File: config.mk
export PLATFORM = sky130hd
export DESIGN_NAME = i2c_reg_target
export DESIGN_NICKNAME = d
export VERILOG_FILES = /design/src/rtl/i2cr_pkg.sv /design/src/rtl/i2cr_bus_front.sv /design/src/rtl/i2cr_readmux.sv /design/src/rtl/i2cr_proto.sv /design/src/rtl/i2c_reg_target.sv
export SDC_FILE = /design/constraint.sdc
export NUM_CORES = 1
export LEC_CHECK = 0
export BUFFER_PORTS_ARGS = -buffer_cell sky130_fd_sc_hd__buf_4
export CAP_MARGIN = 20
export CELL_PAD_IN_SITES_DETAIL_PLACEMENT = 0
export CELL_PAD_IN_SITES_GLOBAL_PLACEMENT = 1
export CORE_ASPECT_RATIO = 1.25
export CORE_MARGIN = 10
export CORE_UTILIZATION = 35
export DETAILED_ROUTE_END_ITERATION = 8
export HOLD_SLACK_MARGIN = 0.05
export PLACE_DENSITY_LB_ADDON = 0.2
export SYNTH_ARGS = -nofsm -noshare
export SYNTH_HDL_FRONTEND = slang
export SYNTH_SLANG_ARGS = --single-unit
File: constraint.sdc
create_clock -name clk -period 6.8 [get_ports clk]
set_input_delay 0.34 -clock clk [delete_from_list [all_inputs] [get_ports clk]]
set_output_delay 0.34 -clock clk [all_outputs]
set_load 0.01 [all_outputs]
File: src/rtl/i2cr_pkg.sv
package i2cr_pkg;
   localparam int BYTE_W = 8;
   typedef enum logic [2:0] {
      PS_IDLE,
      PS_ADDR,
      PS_PTR,
      PS_WDATA,
      PS_RDATA,
      PS_IGNORE
   } phase_e;
endpackage

File: src/rtl/i2cr_bus_front.sv
module i2cr_bus_front #(
   parameter int SYNC_STAGES = 2
) (
   input  logic clk,
   input  logic rst_n,
   input  logic scl_i,
   input  logic sda_i,
   output logic scl_lvl,
   output logic sda_lvl,
   output logic scl_rise,
   output logic scl_fall,
   output logic start_det,
   output logic stop_det
);
   logic [1:0] raw;
   logic [1:0] lvl;
   logic [1:0] lvl_q;

   assign raw = {scl_i, sda_i};

   for (genvar g = 0; g < 2; g++) begin : g_line
      logic [SYNC_STAGES-1:0] chain;
      always_ff @(posedge clk) begin
         if (!rst_n) chain <= '1;
         else        chain <= {chain[SYNC_STAGES-2:0], raw[g]};
      end
      assign lvl[g] = chain[SYNC_STAGES-1];
   end

   always_ff @(posedge clk) begin
      if (!rst_n) lvl_q <= '1;
      else        lvl_q <= lvl;
   end

   assign scl_lvl   = lvl[1];
   assign sda_lvl   = lvl[0];
   assign scl_rise  = lvl[1] & ~lvl_q[1];
   assign scl_fall  = ~lvl[1] & lvl_q[1];
   assign start_det = lvl[1] & lvl_q[1] & lvl_q[0] & ~lvl[0];
   assign stop_det  = lvl[1] & lvl_q[1] & ~lvl_q[0] & lvl[0];
endmodule

File: src/rtl/i2cr_readmux.sv
module i2cr_readmux #(
   parameter int NREG  = 16,
   parameter int NTIME = 7
) (
   input  logic                    clk,
   input  logic                    rst_n,
   input  logic                    snap,
   input  logic [NREG*8-1:0]       live_i,
   input  logic [$clog2(NREG)-1:0] rd_addr,
   output logic [7:0]              rd_data
);
   if (NTIME > 0) begin : g_shadow
      logic [NTIME*8-1:0] shadow;
      logic [NREG*8-1:0]  shadow_ext;

      always_ff @(posedge clk) begin
         if (!rst_n)    shadow <= '0;
         else if (snap) shadow <= live_i[NTIME*8-1:0];
      end

      assign shadow_ext = {{((NREG-NTIME)*8){1'b0}}, shadow};

      always_comb begin
         if (int'(rd_addr) < NTIME && !snap) rd_data = shadow_ext[rd_addr*8 +: 8];
         else                                rd_data = live_i[rd_addr*8 +: 8];
      end


      snap_load_chk: assert property (@(posedge clk) disable iff (!rst_n)
         snap |=> shadow == $past(live_i[NTIME*8-1:0]));
   end else begin : g_live_only
      assign rd_data = live_i[rd_addr*8 +: 8];
   end
endmodule

File: src/rtl/i2cr_proto.sv
module i2cr_proto
   import i2cr_pkg::*;
#(
   parameter int          AW       = 4,
   parameter logic [6:0]  DEV_ADDR = 7'h68
) (
   input  logic              clk,
   input  logic              rst_n,
   input  logic              scl_lvl,
   input  logic              sda_lvl,
   input  logic              scl_rise,
   input  logic              scl_fall,
   input  logic              start_det,
   input  logic              stop_det,
   input  logic [BYTE_W-1:0] rd_data,
   output logic [AW-1:0]     rd_addr,
   output logic              snap,
   output logic              sda_oe,
   output logic              wr_stb,
   output logic [AW-1:0]     wr_addr,
   output logic [BYTE_W-1:0] wr_data
);
   phase_e            st;
   logic [3:0]        bitcnt;
   logic [BYTE_W-1:0] rx, tx;
   logic              in_ack, rw, host_ack;
   logic [AW-1:0]     ptr, ptr_nx;
   logic              adv, active;

   assign ptr_nx  = ptr + 1'b1;
   assign active  = (st != PS_IDLE) && (st != PS_IGNORE) && !start_det && !stop_det;
   assign adv     = active && scl_fall &&
                    ((!in_ack && bitcnt == 4'd8 && st == PS_WDATA) ||
                     (in_ack && st == PS_RDATA));
   assign snap    = start_det | stop_det | (adv && ptr_nx == '0);
   assign rd_addr = (in_ack && st == PS_RDATA) ? ptr_nx : ptr;

   always_ff @(posedge clk) begin
      if (!rst_n) begin
         st <= PS_IDLE;  bitcnt <= '0;  rx <= '0;  tx <= '0;
         in_ack <= 1'b0; rw <= 1'b0;    host_ack <= 1'b0;
         ptr <= '0;      sda_oe <= 1'b0;
         wr_stb <= 1'b0; wr_addr <= '0; wr_data <= '0;
      end else begin
         wr_stb <= 1'b0;
         if (start_det || stop_det) begin
            st     <= start_det ? PS_ADDR : PS_IDLE;
            bitcnt <= '0;
            in_ack <= 1'b0;
            sda_oe <= 1'b0;
         end else if (active) begin
            if (scl_rise) begin
               if (!in_ack) begin
                  rx     <= {rx[BYTE_W-2:0], sda_lvl};
                  bitcnt <= bitcnt + 1'b1;
               end else begin
                  host_ack <= !sda_lvl;
               end
            end else if (scl_fall) begin
               if (!in_ack && bitcnt == 4'd8) begin
                  in_ack <= 1'b1;
                  case (st)
                     PS_ADDR:
                        if (rx[7:1] == DEV_ADDR) begin
                           sda_oe <= 1'b1;
                           rw     <= rx[0];
                        end else begin
                           st <= PS_IGNORE;
                        end
                     PS_PTR: begin
                        sda_oe <= 1'b1;
                        ptr    <= rx[AW-1:0];
                     end
                     PS_WDATA: begin
                        sda_oe  <= 1'b1;
                        wr_stb  <= 1'b1;
                        wr_addr <= ptr;
                        wr_data <= rx;
                        ptr     <= ptr_nx;
                     end
                     default: sda_oe <= 1'b0;
                  endcase
               end else if (in_ack) begin
                  in_ack <= 1'b0;
                  bitcnt <= '0;
                  sda_oe <= 1'b0;
                  case (st)
                     PS_ADDR:
                        if (rw) begin
                           st     <= PS_RDATA;
                           tx     <= rd_data;
                           sda_oe <= !rd_data[7];
                        end else begin
                           st <= PS_PTR;
                        end
                     PS_PTR: st <= PS_WDATA;
                     PS_RDATA: begin
                        ptr <= ptr_nx;
                        if (host_ack) begin
                           tx     <= rd_data;
                           sda_oe <= !rd_data[7];
                        end else begin
                           st <= PS_IGNORE;
                        end
                     end
                     default: ;
                  endcase
               end else if (st == PS_RDATA) begin
                  sda_oe <= !tx[3'(4'd7 - bitcnt)];
               end
            end
         end
      end
   end


   idle_release_chk: assert property (@(posedge clk) disable iff (!rst_n)
      (st == PS_IDLE || st == PS_IGNORE) |-> !sda_oe);


   ignore_nowrite_chk: assert property (@(posedge clk) disable iff (!rst_n)
      (st == PS_IGNORE) |-> !wr_stb);


   ptr_step_chk: assert property (@(posedge clk) disable iff (!rst_n)
      wr_stb |-> (ptr == AW'(wr_addr + 1'b1)));


   sda_change_chk: assert property (@(posedge clk) disable iff (!rst_n)
      (sda_oe != $past(sda_oe)) |-> (!scl_lvl || $past(start_det || stop_det)));
endmodule

File: src/rtl/i2c_reg_target.sv
module i2c_reg_target #(
   parameter int         NREG        = 16,
   parameter int         NTIME       = 7,
   parameter logic [6:0] DEV_ADDR    = 7'h68,
   parameter int         SYNC_STAGES = 2
) (
   input  logic                    clk,
   input  logic                    rst_n,
   input  logic                    scl_i,
   input  logic                    sda_i,
   output logic                    sda_oe_o,
   input  logic [NREG*8-1:0]       live_regs_i,
   output logic                    wr_stb_o,
   output logic [$clog2(NREG)-1:0] wr_addr_o,
   output logic [7:0]              wr_data_o
);
   localparam int AW = $clog2(NREG);

   if (NREG < 2 || (NREG & (NREG - 1)) != 0) begin : g_bad_nreg
      $error("NREG must be a power of two of at least 2");
   end
   if (NTIME < 0 || NTIME >= NREG) begin : g_bad_ntime
      $error("NTIME must lie in 0 .. NREG-1");
   end
   if (SYNC_STAGES < 2) begin : g_bad_sync
      $error("SYNC_STAGES must be at least 2");
   end
   if (AW > 8) begin : g_bad_aw
      $error("pointer must fit in one byte");
   end

   logic scl_lvl, sda_lvl, scl_rise, scl_fall, start_det, stop_det;
   logic snap;
   logic [AW-1:0] rd_addr;
   logic [7:0]    rd_data;

   i2cr_bus_front #(.SYNC_STAGES(SYNC_STAGES)) u_front (
      .clk(clk), .rst_n(rst_n), .scl_i(scl_i), .sda_i(sda_i),
      .scl_lvl(scl_lvl), .sda_lvl(sda_lvl), .scl_rise(scl_rise),
      .scl_fall(scl_fall), .start_det(start_det), .stop_det(stop_det)
   );

   i2cr_proto #(.AW(AW), .DEV_ADDR(DEV_ADDR)) u_proto (
      .clk(clk), .rst_n(rst_n), .scl_lvl(scl_lvl), .sda_lvl(sda_lvl),
      .scl_rise(scl_rise), .scl_fall(scl_fall), .start_det(start_det),
      .stop_det(stop_det), .rd_data(rd_data), .rd_addr(rd_addr), .snap(snap),
      .sda_oe(sda_oe_o), .wr_stb(wr_stb_o), .wr_addr(wr_addr_o),
      .wr_data(wr_data_o)
   );

   i2cr_readmux #(.NREG(NREG), .NTIME(NTIME)) u_rmux (
      .clk(clk), .rst_n(rst_n), .snap(snap), .live_i(live_regs_i),
      .rd_addr(rd_addr), .rd_data(rd_data)
   );
endmodule

==> metrics, run 1 <==
outcome finished, final reports clean; number of antenna-violating nets in the routed design 0; post-synthesis cell type with the largest combined area dfxtp_1; startpoint type of the worst setup path flop; flops & latches, synth ~110; Netlist cell types 60; Met3 Wirelength 1210 microns; Post-Syn Instances 723; vias after detailed routing 5717; maximum clock frequency roughly 270 MHz; number of setup violations in the final report 0; endpoint arrival time on the critical path a little under 4 ns; Die X-Extent around 140 microns; number of buffers added for setup after CTS 0; global-route wire length before repair around 32000 microns; commonest non-fill, non-tap cell in the layout nand2_1; Mapped Avg Cell Area between 8 and 9 sq um; router iterations before antenna repair 5; clock transition at the registers of the reported paths roughly 0.08 ns; Skew-Pair Late Insertion Delay between 0.3 and 0.4 ns; area of the die 23700 sq um; setup repair after global routing missed its margin no; worst-path fanout max 33; clock tree from TritonCTS built; placed cell count 1039; Post-Layout Cell Count 1056; CTS root buf clkbuf_16; total length of routed wires between 20000 and 25000 microns; predominant post-synthesis flop cell dfxtp_1; maximum buffer depth of the clock tree 2; antenna violations before repair 0; port buffer count 145; count of max-cap constraint violations 0; Synth area leaders dfxtp_1, mux4_2, nand2_1, a21boi_0, mux2i_1; number of hold-repair buffers added at the cts stage 0; number of gates resized after CTS 0; Yosys Warn Count 0; FFs w/ async S/R, synth 0; overall global routing resource usage 0.164; leak pwr roughly 2.9 nW; Max rail drop VDD roughly 0.00011 V; number of buffers created by CTS 9; met2 wire length 10100 microns; Max Used Layer met4; Hold Violations, Final 0; Detailed Route Iter0 Violations 460; deepest level of the CTS H-tree 3; synthesis-to-finish area growth 24.0%; number of design rule violations left after detail routing 0; top library cells by usage in the layout, fill and taps aside nand2_1, buf_4, dfxtp_1, a21boi_0, mux2i_1; sequential area share after synthesis 0.339; count of clock tree sinks between 100 and 150; vertical die dimension 170 microns; actual transition at the worst max-transition pin roughly 1 ns; I/O pin count about 150; routability-driven placement congestion ratio 0.930; share of the synthesized area in the top cell type 0.339; post-route met1 wirelength about 8500 microns; final worst-path cycle share 0.539; sum of overflow across all layers after global routing 0; largest net degree at the start of global routing 104; power density over cell area 176 nW/um^2; worst path required time 7.05 ns; Critical Path End Type flop; Post-layout nets just under 1000; max-slew violation total from the final report 0; Tightest Hold Check Type in -> reg; placeable core region about 17000 sq um; critical path start-end classification reg -> reg; via count of the first global-routing pass around 5800; area of the mapped netlist ~6300 sq um; n_diodes 0; number of synthesized flops with an enable pin 0; initial standard-cell utilization of the core 0.358; Core Rows 54; Post-Synthesis Net Count about 860; share of final-layout standard cells stronger than drive strength 1 0.255; Routed WL per cell about 19 microns; Relative slew margins 0.330; setup TNS after final layout 0 ns; fin crit period about 3.7 ns; detailed placement HPWL 14800 microns; worst clock skew about 0.011 ns; vias per std cell between 5 and 6
==> sequential cells by signal, summed over array words and instances (netlist names), 2 cells and up <==
register / cells
u_proto.ptr: 4
u_proto.rx: 8
u_front.g_line.chain: 4
u_proto.st: 3
u_proto.wr_data: 8
u_proto.wr_addr: 4
u_front.lvl_q: 2
u_rmux.g_shadow.shadow: 56
u_proto.bitcnt: 4
u_proto.tx: 8
==> worst max-delay path: stages (launching register included) <==
cell      delay [ns]
dfxtp_1         0.60
and4bb_2        0.50
a31oi_1         0.08
or3b_4          0.47
o211ai_4        0.18
buf_4           0.45
mux4_2          0.57
mux2i_1         0.29
o21ai_0         0.20
o2111a_1        0.18
==> cell usage after synthesis, types with 8 or more instances <==
cell type,n
nand2_1,167
dfxtp_1,106
a21boi_0,59
mux2i_1,44
clkbuf_1,36
nor2_1,35
nor2b_1,30
mux4_2,29
o21ai_0,23
a21oi_1,18
a31oi_1,13
nand3_1,10
buf_1,9
buf_2,9
inv_1,8
nor3_1,8
==> stage by stage <==
step                power, mW  hold slack [ns]  utilization  worst slack (ns)  cell area, sq um
floorplan               0.741            0.386            -              3.88              6270
global placement        0.829            0.405        0.426              2.90              7450
detailed placement      0.832            0.407        0.426              2.73              7450
CTS                      1.39            0.160        0.444              2.68              7770
global route             1.43            0.169        0.444              2.90              7770
finish                   1.37            0.171        0.444              3.13              7770
==> layout make-up <==
| class | count | area (sq um) |
|---|---|---|
| clock buffer | 9 | 225 |
| clock inverter | 7 | 86.3 |
| fill | 1722 | 9730 |
| inverter | 8 | 30.0 |
| multi-input combinational | 550 | 3890 |
| sequential | 106 | 2120 |
| tap | 224 | 280 |
| timing repair buffer | 152 | 1140 |
==> cells by family (layout without fill, tap and decap cells) <==
logic type               after synthesis  count (layout)  synth area share
AO/OA/AOI/OAI                        164             164             0.189
XOR/XNOR                              11              11            0.0154
adder cells (fa/ha/maj)                7               7            0.0140
buffers and inverters                 67             176            0.0453
flip-flops                           106             106             0.339
multiplexers                          78              78             0.188
AND/OR/NAND/NOR                      290             290             0.210
==> worst paths after layout <==
kind,start,slack [ns],endpoint,depth (start not counted)
max,u_proto.in_ack,3.13,u_proto.tx[5],9
min,sda_i,0.17,u_front.g_line[0].chain[0],2
max reg2reg,u_proto.in_ack,3.13,u_proto.tx[5],9
min reg2reg,u_front.g_line[0].chain[0],0.42,u_front.g_line[0].chain[1],1
==> layer usage <==
metal  global-route usage  vias up
met3               0.0476       23
li1                     -     2785
met5                    0        -
met1                0.195     2749
met4               0.0486        0
met2                0.281      160
==> report_power, final <==
| part | internal [mW] | switching (mW) |
|---|---|---|
| clock network | 0.293 | 0.259 |
| logic | 0.0940 | 0.0773 |
| registers | 0.637 | 0.00843 |
| total | 1.02 | 0.345 |
Note: power is estimated with default switching activity, not from simulation.
==> run 2, diff against run 1 <==
- ABC_AREA: default -> 1
- CORE_UTILIZATION: 35 -> 34
- clock period: 6.8 -> 3 ns (I/O delays scaled with it)
==> run 2 against run 1 <==
Synthesized cell count is 27% higher. Routed wire length is 8.5% higher. First-iteration DRC count is 17% higher. Hold slack worse by 0.12 ns. Cell area is 4.3% higher. Critical path depth is 10 higher. Largest cell class unchanged. Via count is 18% higher.
==> metrics, run 2 <==
max-slew violation total from the final report 0 (unchanged); vias after detailed routing 6770 (+18%); share of final-layout standard cells stronger than drive strength 1 0.195 (-0.0594); power density over cell area 400 nW/um^2 (+130%); post-route met1 wirelength 9580 microns (+13%); endpoint arrival time on the critical path 2.97 ns (-0.94 ns); overall global routing resource usage 0.179 (+0.0149); vias per std cell 5.17 (-4.5%); Hold Violations, Final 0 (unchanged); Max Used Layer met4; sequential area share after synthesis 0.354 (+0.0153); Post-Synth Simple-Gate Area 0.271 (+0.0602); leading cell type by number of instances after synthesis nor2_1; Post-Syn Instances 916 (+27%); clock transition at the registers of the reported paths 0.07 ns (about the same); Buf/Inv on CP 2 (+1); met2 wire length 11100 microns (+10%); Routed WL per cell 16.7 microns (-12%); sum of overflow across all layers after global routing 0 (unchanged); via count of the first global-routing pass 6695 (+15%); number of buffers added for setup after CTS 0 (unchanged); top post-synthesis cells by count nor2_1, o21ai_0, nand2_1; deepest level of the CTS H-tree 3 (unchanged); largest net degree at the start of global routing 80 (-23%); maximum clock frequency 371 MHz (+36%); flops & latches, synth 106 (unchanged); series of cell instances along the critical path inv_1, ha_1, nand2_1, nor2_2, nand2_1, nand2_1, nand3_1, nand2_1, buf_4, o21bai_1, nand3_1, nand3_1, nand3_1, nand2_1, nand2_1, nand3_1, nand2_1, nand2_1, a21oi_1; final core occ 0.467 (+0.0228); Synth area leaders dfxtp_1, o21ai_0, nor2_1, nand2_1, a21oi_1; Core Rows 54 (unchanged); Max rail drop VDD 0.000313 V (+180%); initial standard-cell utilization of the core 0.345 (-0.0128); setup TNS after final layout 0 ns (unchanged); leak pwr 3.50 nW (+21%); worst clock skew 0.00857 ns (-0.00254 ns); Critical Path End Type flop; Largest register FFs 56 (unchanged); number of design rule violations left after detail routing 0 (unchanged); routability-driven placement congestion ratio 0.863 (-7.2%); number of synthesized flops with an enable pin 0 (unchanged); critical path start-end classification reg -> reg; post-synthesis cell type with the largest combined area dfxtp_1; Mapped Avg Cell Area 6.55 sq um (-24%); register name with the most flops u_rmux.g_shadow.shadow; compound-gate portion of the synthesized area 0.276 (+0.0869); area of the mapped netlist 6000 sq um (-4.3%); fill count 1823 (+5.9%); worst slack at placement 0.341 ns (-2.38 ns); multiplexer fraction of the synthesized cell area 0 (-0.188); actual transition at the worst max-transition pin 0.726 ns (-0.279 ns); startpoint type of the worst setup path flop; detailed placement HPWL 15400 microns (+4.5%); I/O pin count 146 (unchanged); number of antenna-violating nets in the routed design 0 (unchanged); XOR/XNOR share of the synthesized area 0.00146 (-0.0139); longest individual stage delay on the worst path 0.50 ns (-0.10 ns); predominant post-synthesis flop cell dfxtp_1; outcome finished, final reports clean; Post-Layout Cell Count 1309 (+24%); Relative slew margins 0.516 (+0.186); most used cell, CP nand2_1; Detailed Route Iter0 Violations 537 (+17%); synthesis-to-finish area growth 35.2%; number of buffers created by CTS 9 (unchanged); vertical die dimension 168 microns (-0.66%); CTS root buf clkbuf_16; Setup WS post-layout 0.308 ns (-2.82 ns); launch instance of the worst register-to-register path u_proto.bitcnt[1]; share of synthesized cell area in full adder, half adder and majority cells 0.0146 (+0.000630); global-route wire length before repair 34900 microns (+9.6%); Post-layout nets 1220 (+26%); share of the synthesized area in the top cell type 0.354 (+0.0153); Met3 Wirelength 946 microns (-22%); antenna violations before repair 0 (unchanged); Top delay family on crit path simple AND/OR/NAND/NOR gates; Netlist cell types 44 (-27%); worst-path fanout max 61 (+85%); top library cells by usage in the layout, fill and taps aside nor2_1, buf_4, o21ai_0, nand2_1, dfxtp_1; Post-Synthesis Net Count 1055 (+22%); hold wc startpoint live_regs_i[18]; router iterations before antenna repair 5 (unchanged); total power after layout 3.25 mW (+140%); final worst-path cycle share 0.897 (+0.358); startpoint of the worst setup timing path u_proto.bitcnt[1]; register-to-register setup slack 0.31 ns (-2.82 ns); WHS 0.0541 ns (-0.117 ns); FFs w/ async S/R, synth 0 (unchanged); critical path's slowest cell buf_4; total length of routed wires 21900 microns (+8.5%); Die X-Extent 139 microns (-0.64%); clock tree from TritonCTS built; placed instance area 7360 sq um (-1.3%); count of max-cap constraint violations 0 (unchanged); port buffer count 145 (unchanged); maximum buffer depth of the clock tree 2 (unchanged); worst path required time 3.28 ns (-3.77 ns); number of gates resized after CTS 0 (unchanged); fin crit period 2.69 ns (-0.976 ns); Yosys Warn Count 0 (unchanged); count of clock tree sinks 106 (unchanged); area of the die 23400 sq um (-1.3%); Tightest Hold Check Type in -> reg; Skew-Pair Late Insertion Delay 0.35 ns (about the same); setup repair after global routing missed its margin no; final design instance area without fill 8110 sq um (+4.3%); number of setup violations in the final report 0 (unchanged); commonest non-fill, non-tap cell in the layout nor2_1; placeable core region 17400 sq um (-0.77%); combinational family with the most area after synthesis compound AO/OA/AOI/OAI gates; placed cell count 1250 (+20%); n_diodes 0 (unchanged)
[run 2: changes by cell type after synthesis, sizes merged, moves of 38 or more]
| cell | before | now |
|---|---|---|
| a21boi | 59 | 1 |
| inv | 8 | 61 |
| mux2i | 45 | 0 |
| nand3 | 10 | 48 |
| nor2 | 35 | 187 |
| o21ai | 23 | 156 |
[run 2: cells by family (layout without fill, tap and decap cells)]
family                     count (synthesis)  count (layout)
and+or+nand+nor                          392             392
DFF                                      106             106
xor gates and xnor gates                   1               1
adders and majority gates                  7               7
AOI/OAI and AO/OA                        287             287
buffers and inverters                    123             292
[run 2: area by class of cell]
class                           count  area, sq um  area share
Clock buffer                       11          233      0.0287
Clock inverter                      4         76.3     0.00941
Timing Repair Buffer              216         1780       0.220
Tap cell                          224          280      0.0346
Sequential cell                   106         2120       0.262
Multi-Input combinational cell    687         3390       0.418
Inverter                           61          229      0.0282
[run 2: timing repair]
action	4_1_cts	5_1_grt
hold buffers	44	0
setup endpoints to repair	0	0
hold endpoints to repair	44	0
[run 2: power breakdown]
group          internal [mW]  switching (mW)  total (mW)
clock                  0.732           0.547        1.28
sequential              1.47          0.0295        1.49
combinational          0.242           0.231       0.473
total                   2.44           0.808        3.25
[run 2: worst min-delay path, delay by kind of cell]
family | cells | cell delay, ns
buf+inv | 1 | 0.09
simple gates | 2 | 0.13
[run 2: final timing paths]
| kind | to | cells past startpoint |
|---|---|---|
| worst max register to register | u_proto.sda_oe | 19 |
| worst max-delay path | u_proto.sda_oe | 19 |
| worst min register to register | u_front.g_line[0].chain[1] | 1 |
| worst min-delay path | u_rmux.g_shadow.shadow[18] | 3 |
[run 2: per-layer routing]
metal	global-route usage	up-vias
li1	-	3442
met1	0.221	3134
met2	0.318	181
met3	0.0283	13
met4	0.0450	0
met5	0	-
